$ cat config.mk
export PLATFORM = sky130hd
export DESIGN_NAME = cnt_intc
export DESIGN_NICKNAME = d
export VERILOG_FILES = /design/src/rtl/cnt_intc.sv
export SDC_FILE = /design/constraint.sdc
export NUM_CORES = 1
export LEC_CHECK = 0
export ABC_CLOCK_PERIOD_IN_PS = 8650
export BUFFER_PORTS_ARGS = -buffer_cell sky130_fd_sc_hd__buf_2
export CAP_MARGIN = 10
export CORE_MARGIN = 5
export CORE_UTILIZATION = 47
export DETAILED_ROUTE_END_ITERATION = 6
export GPL_TIMING_DRIVEN = 0
export PLACE_DENSITY_LB_ADDON = 0.3
export SLEW_MARGIN = 30
export SYNTH_ARGS = -nofsm -noshare
export SYNTH_HDL_FRONTEND = slang
export SYNTH_SLANG_ARGS = --single-unit
$ cat constraint.sdc
create_clock -name clk -period 8.65 [get_ports clk]
set_clock_uncertainty 0.05 [all_clocks]
set_input_delay 0.865 -clock clk [delete_from_list [all_inputs] [get_ports clk]]
set_output_delay 0.865 -clock clk [all_outputs]
set_load 0.02 [all_outputs]
$ cat src/rtl/cnt_intc.sv
module cnt_intc #(
  parameter int NSRC = 32,
  parameter int AW   = 12
) (
  input  logic            clk,
  input  logic            rst_n,
  input  logic [NSRC-1:0] src_in,
  input  logic            bus_wr,
  input  logic            bus_rd,
  input  logic [AW-1:0]   bus_addr,
  input  logic [31:0]     bus_wdata,
  output logic [31:0]     bus_rdata,
  output logic            irq_o,
  output logic            fiq_o,
  output logic            bus_err
);
  localparam int IW = $clog2(NSRC);
  localparam int CW = $clog2(NSRC + 1);
  localparam logic [AW-1:0] A_CNT  = AW'('h00);
  localparam logic [AW-1:0] A_NUM  = AW'('h04);
  localparam logic [AW-1:0] A_WIPE = AW'('h08);
  localparam logic [AW-1:0] A_OFF  = AW'('h0C);
  localparam logic [AW-1:0] A_ON   = AW'('h10);
  localparam logic [AW-1:0] A_FMSK = AW'('h14);

  logic [NSRC-1:0] src_q, level, irq_en, fiq_en;
  logic [CW-1:0]   count;

  function automatic logic [CW-1:0] pop(input logic [NSRC-1:0] v);
    pop = '0;
    for (int i = 0; i < NSRC; i++) pop = pop + CW'(v[i]);
  endfunction

  wire [NSRC-1:0] rise = src_in & ~src_q;
  wire [NSRC-1:0] fall = ~src_in & src_q;

  wire wipe_w = bus_wr && bus_addr == A_WIPE;
  wire off_w  = bus_wr && bus_addr == A_OFF;
  wire on_w   = bus_wr && bus_addr == A_ON;
  wire fmsk_w = bus_wr && bus_addr == A_FMSK;
  wire wr_bad = bus_wr && !(wipe_w || off_w || on_w || fmsk_w);
  wire rd_bad = bus_rd && !(bus_addr == A_CNT || bus_addr == A_NUM || bus_addr == A_FMSK);

  wire [IW-1:0]   idx = bus_wdata[IW-1:0];
  wire [NSRC-1:0] sel = NSRC'(1) << idx;

  wire [NSRC-1:0] lvl_base = wipe_w ? '0 : level;
  wire [NSRC-1:0] lvl_n    = (lvl_base | rise) & ~fall;
  wire [NSRC-1:0] en_n     = (irq_en | (on_w ? sel : '0)) & ~(off_w ? sel : '0);
  wire [NSRC-1:0] p_cur    = lvl_base & irq_en;
  wire [NSRC-1:0] p_nxt    = lvl_n & en_n;
  wire [CW-1:0]   cnt_base = wipe_w ? '0 : count;
  wire [CW-1:0]   cnt_n    = cnt_base + pop(p_nxt & ~p_cur) - pop(p_cur & ~p_nxt);

  always_ff @(posedge clk) begin
    if (!rst_n) begin
      src_q   <= '0;
      level   <= '0;
      irq_en  <= '0;
      fiq_en  <= '0;
      count   <= '0;
      bus_err <= 1'b0;
    end else begin
      src_q  <= src_in;
      level  <= lvl_n;
      irq_en <= en_n;
      count  <= cnt_n;
      if (fmsk_w) fiq_en <= bus_wdata[NSRC-1:0];
      if (wr_bad || rd_bad) bus_err <= 1'b1;
    end
  end

  wire [NSRC-1:0] pend = level & irq_en;
  logic [IW-1:0] low_idx;
  always_comb begin
    low_idx = '0;
    for (int i = NSRC - 1; i >= 0; i--)
      if (pend[i]) low_idx = IW'(i);
  end

  always_comb begin
    bus_rdata = '0;
    if (bus_rd) begin
      case (bus_addr)
        A_CNT:   bus_rdata = 32'(count);
        A_NUM:   bus_rdata = 32'(low_idx);
        A_FMSK:  bus_rdata = 32'(fiq_en);
        default: bus_rdata = '0;
      endcase
    end
  end

  assign irq_o = |pend;
  assign fiq_o = |(level & fiq_en);

  p_count_consistent_r4: assert property (@(posedge clk) disable iff (!rst_n)
    count == CW'($countones(level & irq_en)));

  p_irq_matches_count_r9: assert property (@(posedge clk) disable iff (!rst_n)
    irq_o == (count != '0));

  p_wipe_zeroes_r8: assert property (@(posedge clk) disable iff (!rst_n)
    wipe_w && rise == '0 |=> count == '0 && level == '0);

  p_wipe_keeps_masks_r8: assert property (@(posedge clk) disable iff (!rst_n)
    wipe_w |=> $stable(irq_en) && $stable(fiq_en));

  p_err_sticky_r11: assert property (@(posedge clk) disable iff (!rst_n)
    bus_err |=> bus_err);

  p_bad_access_inert_r11: assert property (@(posedge clk) disable iff (!rst_n)
    (wr_bad || !bus_wr) && rise == '0 && fall == '0 |=> $stable(level) && $stable(irq_en) && $stable(fiq_en) && $stable(count));

  p_steady_high_r2: assert property (@(posedge clk) disable iff (!rst_n)
    !bus_wr && rise == '0 && fall == '0 |=> $stable(count));
endmodule

==> results of run 1 <==
[registers in the layout, summed over array words and instances, names as in the netlist]
name,count
fiq_en,32
irq_en,32
level,32
src_q,32
count,6
bus_err,1
[cell families after synthesis]
group                    synth area share (%)
AND/OR/NAND/NOR                          25.6
buffers and inverters                    5.86
XOR/XNOR                                0.599
flip-flops                               30.8
multiplexers                             3.88
AO/OA/AOI/OAI                            17.5
adder cells (fa/ha/maj)                  15.8
[worst max-delay path, delay by kind of cell]
family,cells,cell delay (ps)
and+or+nand+nor,4,740
AOI/OAI and AO/OA,4,650
buffers and inverters,11,1190
adders and majority gates,10,4680
xor gates and xnor gates,2,450
[power by group through the flow]
stage | clock (mW) | combinational [mW] | sequential, mW
2_1_floorplan | 0 | 0.103 | 0.674
6_report | 0.759 | 0.169 | 0.676
3_5_place_dp | 0 | 0.162 | 0.687
5_1_grt | 0.792 | 0.187 | 0.677
3_3_place_gp | 0 | 0.157 | 0.687
4_1_cts | 0.759 | 0.167 | 0.674
[through the flow]
| stage | cells | setup TNS (ps) | instance area, µm² | total power, mW | hold WS, ps |
|---|---|---|---|---|---|
| finish | 1430 | 0 | 10300 | 1.60 | 443 |
| global route | 1430 | -27.7 | 10300 | 1.66 | 471 |
| CTS | 1429 | 0 | 10200 | 1.60 | 439 |
| detailed placement | 1397 | -561 | 9620 | 0.849 | 421 |
| global placement | 1396 | -618 | 9610 | 0.844 | 423 |
| floorplan | 1053 | 0 | 8770 | 0.777 | 411 |
[layer usage]
layer  vias up  global-route usage, %
met1      4021                   39.7
met5         -                      0
met4         0                   10.6
met3        73                   6.11
met2       474                   47.4
li1       3872                      -
[what timing repair did]
action	in CTS	in global routing
resized for setup	4	23
setup buffers	0	1
hold buffers	0	0
setup endpoints to repair	1	1
endpoints found under the hold margin	0	0
pin swaps	0	2
[cell type report]
cell class	count	area (µm²)
clock buffers	20	457
repair buffers	111	558
fillers	1773	8230
plain buffers	43	211
flip-flops and latches	135	2700
clock inverters	12	151
inverters	88	330
multi-input cells	787	5590
well taps	234	293
[how the worst max path moves through the flow]
stage,endpoint,slack (ps),cells past startpoint
6_report,count[5],320,31
5_1_grt,count[5],-30,30
4_1_cts,count[5],90,31
3_5_place_dp,count[5],-560,31
3_3_place_gp,count[5],-620,28
2_1_floorplan,count[5],810,30
[placed cells by master, fill, tap and decap left out, types with 4 or more instances in the layout]
cell type / instances
a2111oi_0: 5
a31oi_1: 9
o21a_1: 9
nand2b_1: 24
ha_1: 13
nor2_1: 121
nand3b_1: 4
a21o_1: 11
a22o_1: 8
clkbuf_16: 17
nand4b_1: 5
clkbuf_1: 23
nor2b_1: 32
mux2i_1: 34
and4b_1: 4
a22oi_1: 23
o21ba_2: 9
a211o_1: 4
and2_1: 70
or3_1: 6
clkinv_2: 4
fa_1: 59
buf_6: 4
a211oi_1: 12
nand2_1: 71
clkbuf_2: 8
dfxtp_1: 135
o21ai_0: 29
maj3_1: 4
a21boi_0: 10
inv_1: 87
nand4_1: 13
nand3_1: 23
a221oi_1: 4
nor3_1: 38
buf_2: 118
a21oi_1: 85
==> results.yml, run 1 <==
run_status:
  status: "complete, no violations"
drt:
  top_layer_used: "met4"
  antenna_left: 0
  dr_wl_met2_um: 14200
  dr_wl_met3_um: 3310
  drt_first_pass_iters: 5
  wl_met1_um: 13200
  num_vias: 8440
  drcViolationCount: 0
  wl_per_cell_um: 22.2
  drt_iter0_markers: 1002
  avgViaCountPerCell: 5.90
  drt_wl_total_um: 31800
logic_synthesis:
  synth_nets: 1205
  synth_edf_count: 0
  async_flop_share_pct: 0
  netlist.area_leader.share_pct: 30.8
  synth_top_area_cell: "dfxtp_1"
  ys_types: 65
  ys_ff_latch: 135
  netlist_instances: 1053
  yosys_warnings: 0
  syn_area_mm2: 0.00877
  synth-seq-area-share_pct: 30.8
  synth.area.top_cells: "dfxtp_1, fa_1, nor2_1"
  synth.most_common_cell: "dfxtp_1"
  synth_ff_type: "dfxtp_1"
  avgSynthCellArea_um2: 8.33
  synth_common_cells: "dfxtp_1, nor2_1, inv_1, a21oi_1, nand2_1"
power_and_ir_drop:
  seqPwrFrac_pct: 42.2
  peakVddDrop_v: 0.000120
  p_leak_nw: 4.64
  switching_share_pct: 26.2
  internal-power_mw: 1.18
  p_switching_mw: 0.420
  powerDensity_mw_per_mm2: 156
  power_frac_comb_pct: 10.5
  clkPwrFrac_pct: 47.3
critical_path:
  r2r_cells: 25
  rr_endpoint: "count[5]"
  setup.worst_path.class: "input port to flop"
  crit_slowest_cell: "fa_1"
  cp.required_ps: 8900
  cp-startpoint: "bus_addr[7]"
  worstSetupStartpointType: "input port"
  arrival_ps: 8580
  reg2reg_slack_ps: 1340
  cp-end-kind: "flop"
  critPathMaxFanout: 10
  worst_path_most_repeated_cell: "fa_1"
  r2r-start: "level[4]"
  slowest_delay_ps: 540
die:
  die_h_um: 147
  io_pins: 115
  dieArea_mm2: 0.0215
  initial_core_util_pct: 47.4
  fp.dieW_um: 147
  row_count: 50
  coreArea_mm2: 0.0185
placed_design:
  io_buffers: 109
  place.gp.congestion: 0.998
  pre_cts_ws_ps: -561
  dp.final_hpwl_um: 25000
global_route:
  grt.overflow.total: 0
  groute.usage.overall_pct: 29.6
  antenna_found_initial: 0
  grt_start_max_net_pins: 17
  grt_pass1_wl_um: 48600
  grt_pass1_vias: 8303
sta:
  worst_pin_slew_ps: 819
  hold_violations: 0
  post-route-period-util_pct: 96.3
  setup_viol: 0
  period_needed_ps: 8330
  slew_headroom_pct: 45.4
  fmax_ghz: 0.120
  slew_viol_final: 0
  final.setup.worst_slack_ps: 320
clock_tree:
  cts_made_buffers: 17
  path_clk_slew_ps: 60
  htree_num_levels: 4
  clock_path_buffers: 2
  clock_sinks: 135
  cts_tree: "built"
  root_buffer: "clkbuf_16"
  clkLatencyLatePin_ps: 430
cells_and_area:
  n_antenna_cell: 0
  layout-drive-gt1-share_pct: 15.6
  fin_util_pct: 55.6
  area_delta_synth_final_pct: 17.3
  layout.nets: 1335
worst_hold_path:
  min_from: "bus_err"
  hold_depth: 2
  hold_class: "flop to flop"
  hold_end: "bus_err"
flow_run:
  maxCapViolations: 0
(Power assumes the default switching activity.)
==> run 2: changes to the inputs <==
Settings changed: CORE_UTILIZATION 47 to 28.
==> results.yml, run 2 (same netlist as run 1, synthesis figures left out) <==
clock_tree:
  clock_path_buffers: 2
  path_clk_slew_ps: 60
  root_buffer: "clkbuf_16"
  cts_made_buffers: 17
  clkLatencyLatePin_ps: 430
  cts_tree: "built"
  htree_num_levels: 4
  cts_hold_buffers: 0
  clock_sinks: 135
sta:
  hold_violations: 0
  fmax_ghz: 0.120
  post-route-period-util_pct: 96.6
  setup_tns_ps: 0
  worst_pin_slew_ps: 806
  rsz0062_at_grt: "no"
  setup_viol: 0
  slew_headroom_pct: 44.9
  slew_viol_final: 0
  period_needed_ps: 8360
cells_and_area:
  final_common_cell: "dfxtp_1"
  fillCellCount: 3283
  design_area_mm2: 0.0105
  area_delta_synth_final_pct: 19.8
  final_cell_mix: "dfxtp_1, nor2_1, buf_2"
  layout.nets: 1337
  stdcell_count: 1594
  layout-drive-gt1-share_pct: 15.7
critical_path:
  arrival_ps: 8610
  cp.required_ps: 8900
  critPathMaxFanout: 9
  crit_slowest_cell: "nor2_2"
  critical_path_buf_inv_count: 8
  worstSetupStartpointType: "input port"
  cp-end-kind: "flop"
  crit_family: "adder cells"
  slowest_delay_ps: 650
  worst_path_most_repeated_cell: "fa_1"
  setup.worst_path.class: "input port to flop"
flow_run:
  maxCapViolations: 0
placed_design:
  dp.final_hpwl_um: 26900
  io_buffers: 109
  dpl.cell_count: 1559
  post_dp_cell_area_mm2: 0.00983
  place.gp.congestion: 0.970
drt:
  num_vias: 8381
  wl_per_cell_um: 21.3
  drt_iter0_markers: 780
  drcViolationCount: 0
  drt_first_pass_iters: 5
  avgViaCountPerCell: 5.26
  drt_wl_total_um: 34000
  antenna_left: 0
worst_hold_path:
  hold_class: "flop to flop"
power_and_ir_drop:
  powerDensity_mw_per_mm2: 153
  p_leak_nw: 4.64
  peakVddDrop_v: 0.000137
die:
  dieArea_mm2: 0.0350
  fp.dieW_um: 187
  io_pins: 115
  initial_core_util_pct: 28.5
  die_h_um: 187
  coreArea_mm2: 0.0307
  row_count: 64
global_route:
  grt_pass1_vias: 8138
  groute.usage.overall_pct: 19.2
  grt.overflow.total: 0
  grt_pass1_wl_um: 51100
  grt_start_max_net_pins: 17
  antenna_found_initial: 1
run_status:
  status: "complete, no violations"
## run 2: metrics by stage
step / power [mW] / util [%] / setup WS, ps / hold WS, ps
after floorplan: 0.777 / - / 812 / 411
after global placement: 0.849 / 31.9 / -778 / 430
after detailed placement: 0.852 / 32.0 / -661 / 422
after CTS: 1.62 / 34.0 / 47.9 / 439
after global routing: 1.66 / 34.2 / 1.40 / 454
final: 1.61 / 34.2 / 292 / 443
## run 2: worst paths after layout
path	cells past startpoint	endpoint	slack, ps	from
setup / recovery	29	count[5]	290	bus_addr[7]
hold / removal	2	bus_err	440	bus_err
setup reg to reg	25	count[5]	1430	level[4]
hold reg to reg	2	bus_err	440	bus_err
## run 2: layout make-up
cell class	instances	area, µm²	share of cell area [%]
Antenna cell	1	2.50	0.0238
Buffer	42	201	1.92
Clock buffer	20	457	4.35
Clock inverter	11	149	1.42
Inverter	88	330	3.14
Multi-Input combinational cell	787	5590	53.2
Sequential cell	135	2700	25.7
Tap cell	396	495	4.72
Timing Repair Buffer	114	581	5.53
## run 2: worst min-delay path: cells and delay by family, from the launching register on
family | cells | cell delay, ps
flip-flops | 1 | 330
AO/OA/AOI/OAI | 1 | 50
AND/OR/NAND/NOR | 1 | 70
## run 2: per-layer routing
| metal | track usage, % | up-vias | routed length, µm |
|---|---|---|---|
| met5 | 0 | - | 11 |
| met3 | 5.75 | 68 | 3580 |
| met4 | 6.14 | 2 | 872 |
| met1 | 26.1 | 3985 | 14800 |
| li1 | - | 3867 | - |
| met2 | 29.3 | 459 | 14700 |
## run 2: power breakdown
group | switching [mW] | internal (mW) | leakage (nW)
Combinational | 0.0988 | 0.0709 | 3.25
Clock | 0.293 | 0.467 | 0.288
Sequential | 0.0320 | 0.646 | 1.11
## run 2: timing repair
item	4_1_cts	5_1_grt
resized for setup	5	22
endpoints found under the setup margin	1	1
buffers inserted	0	4
pin swaps	0	1
hold endpoints to repair	0	0
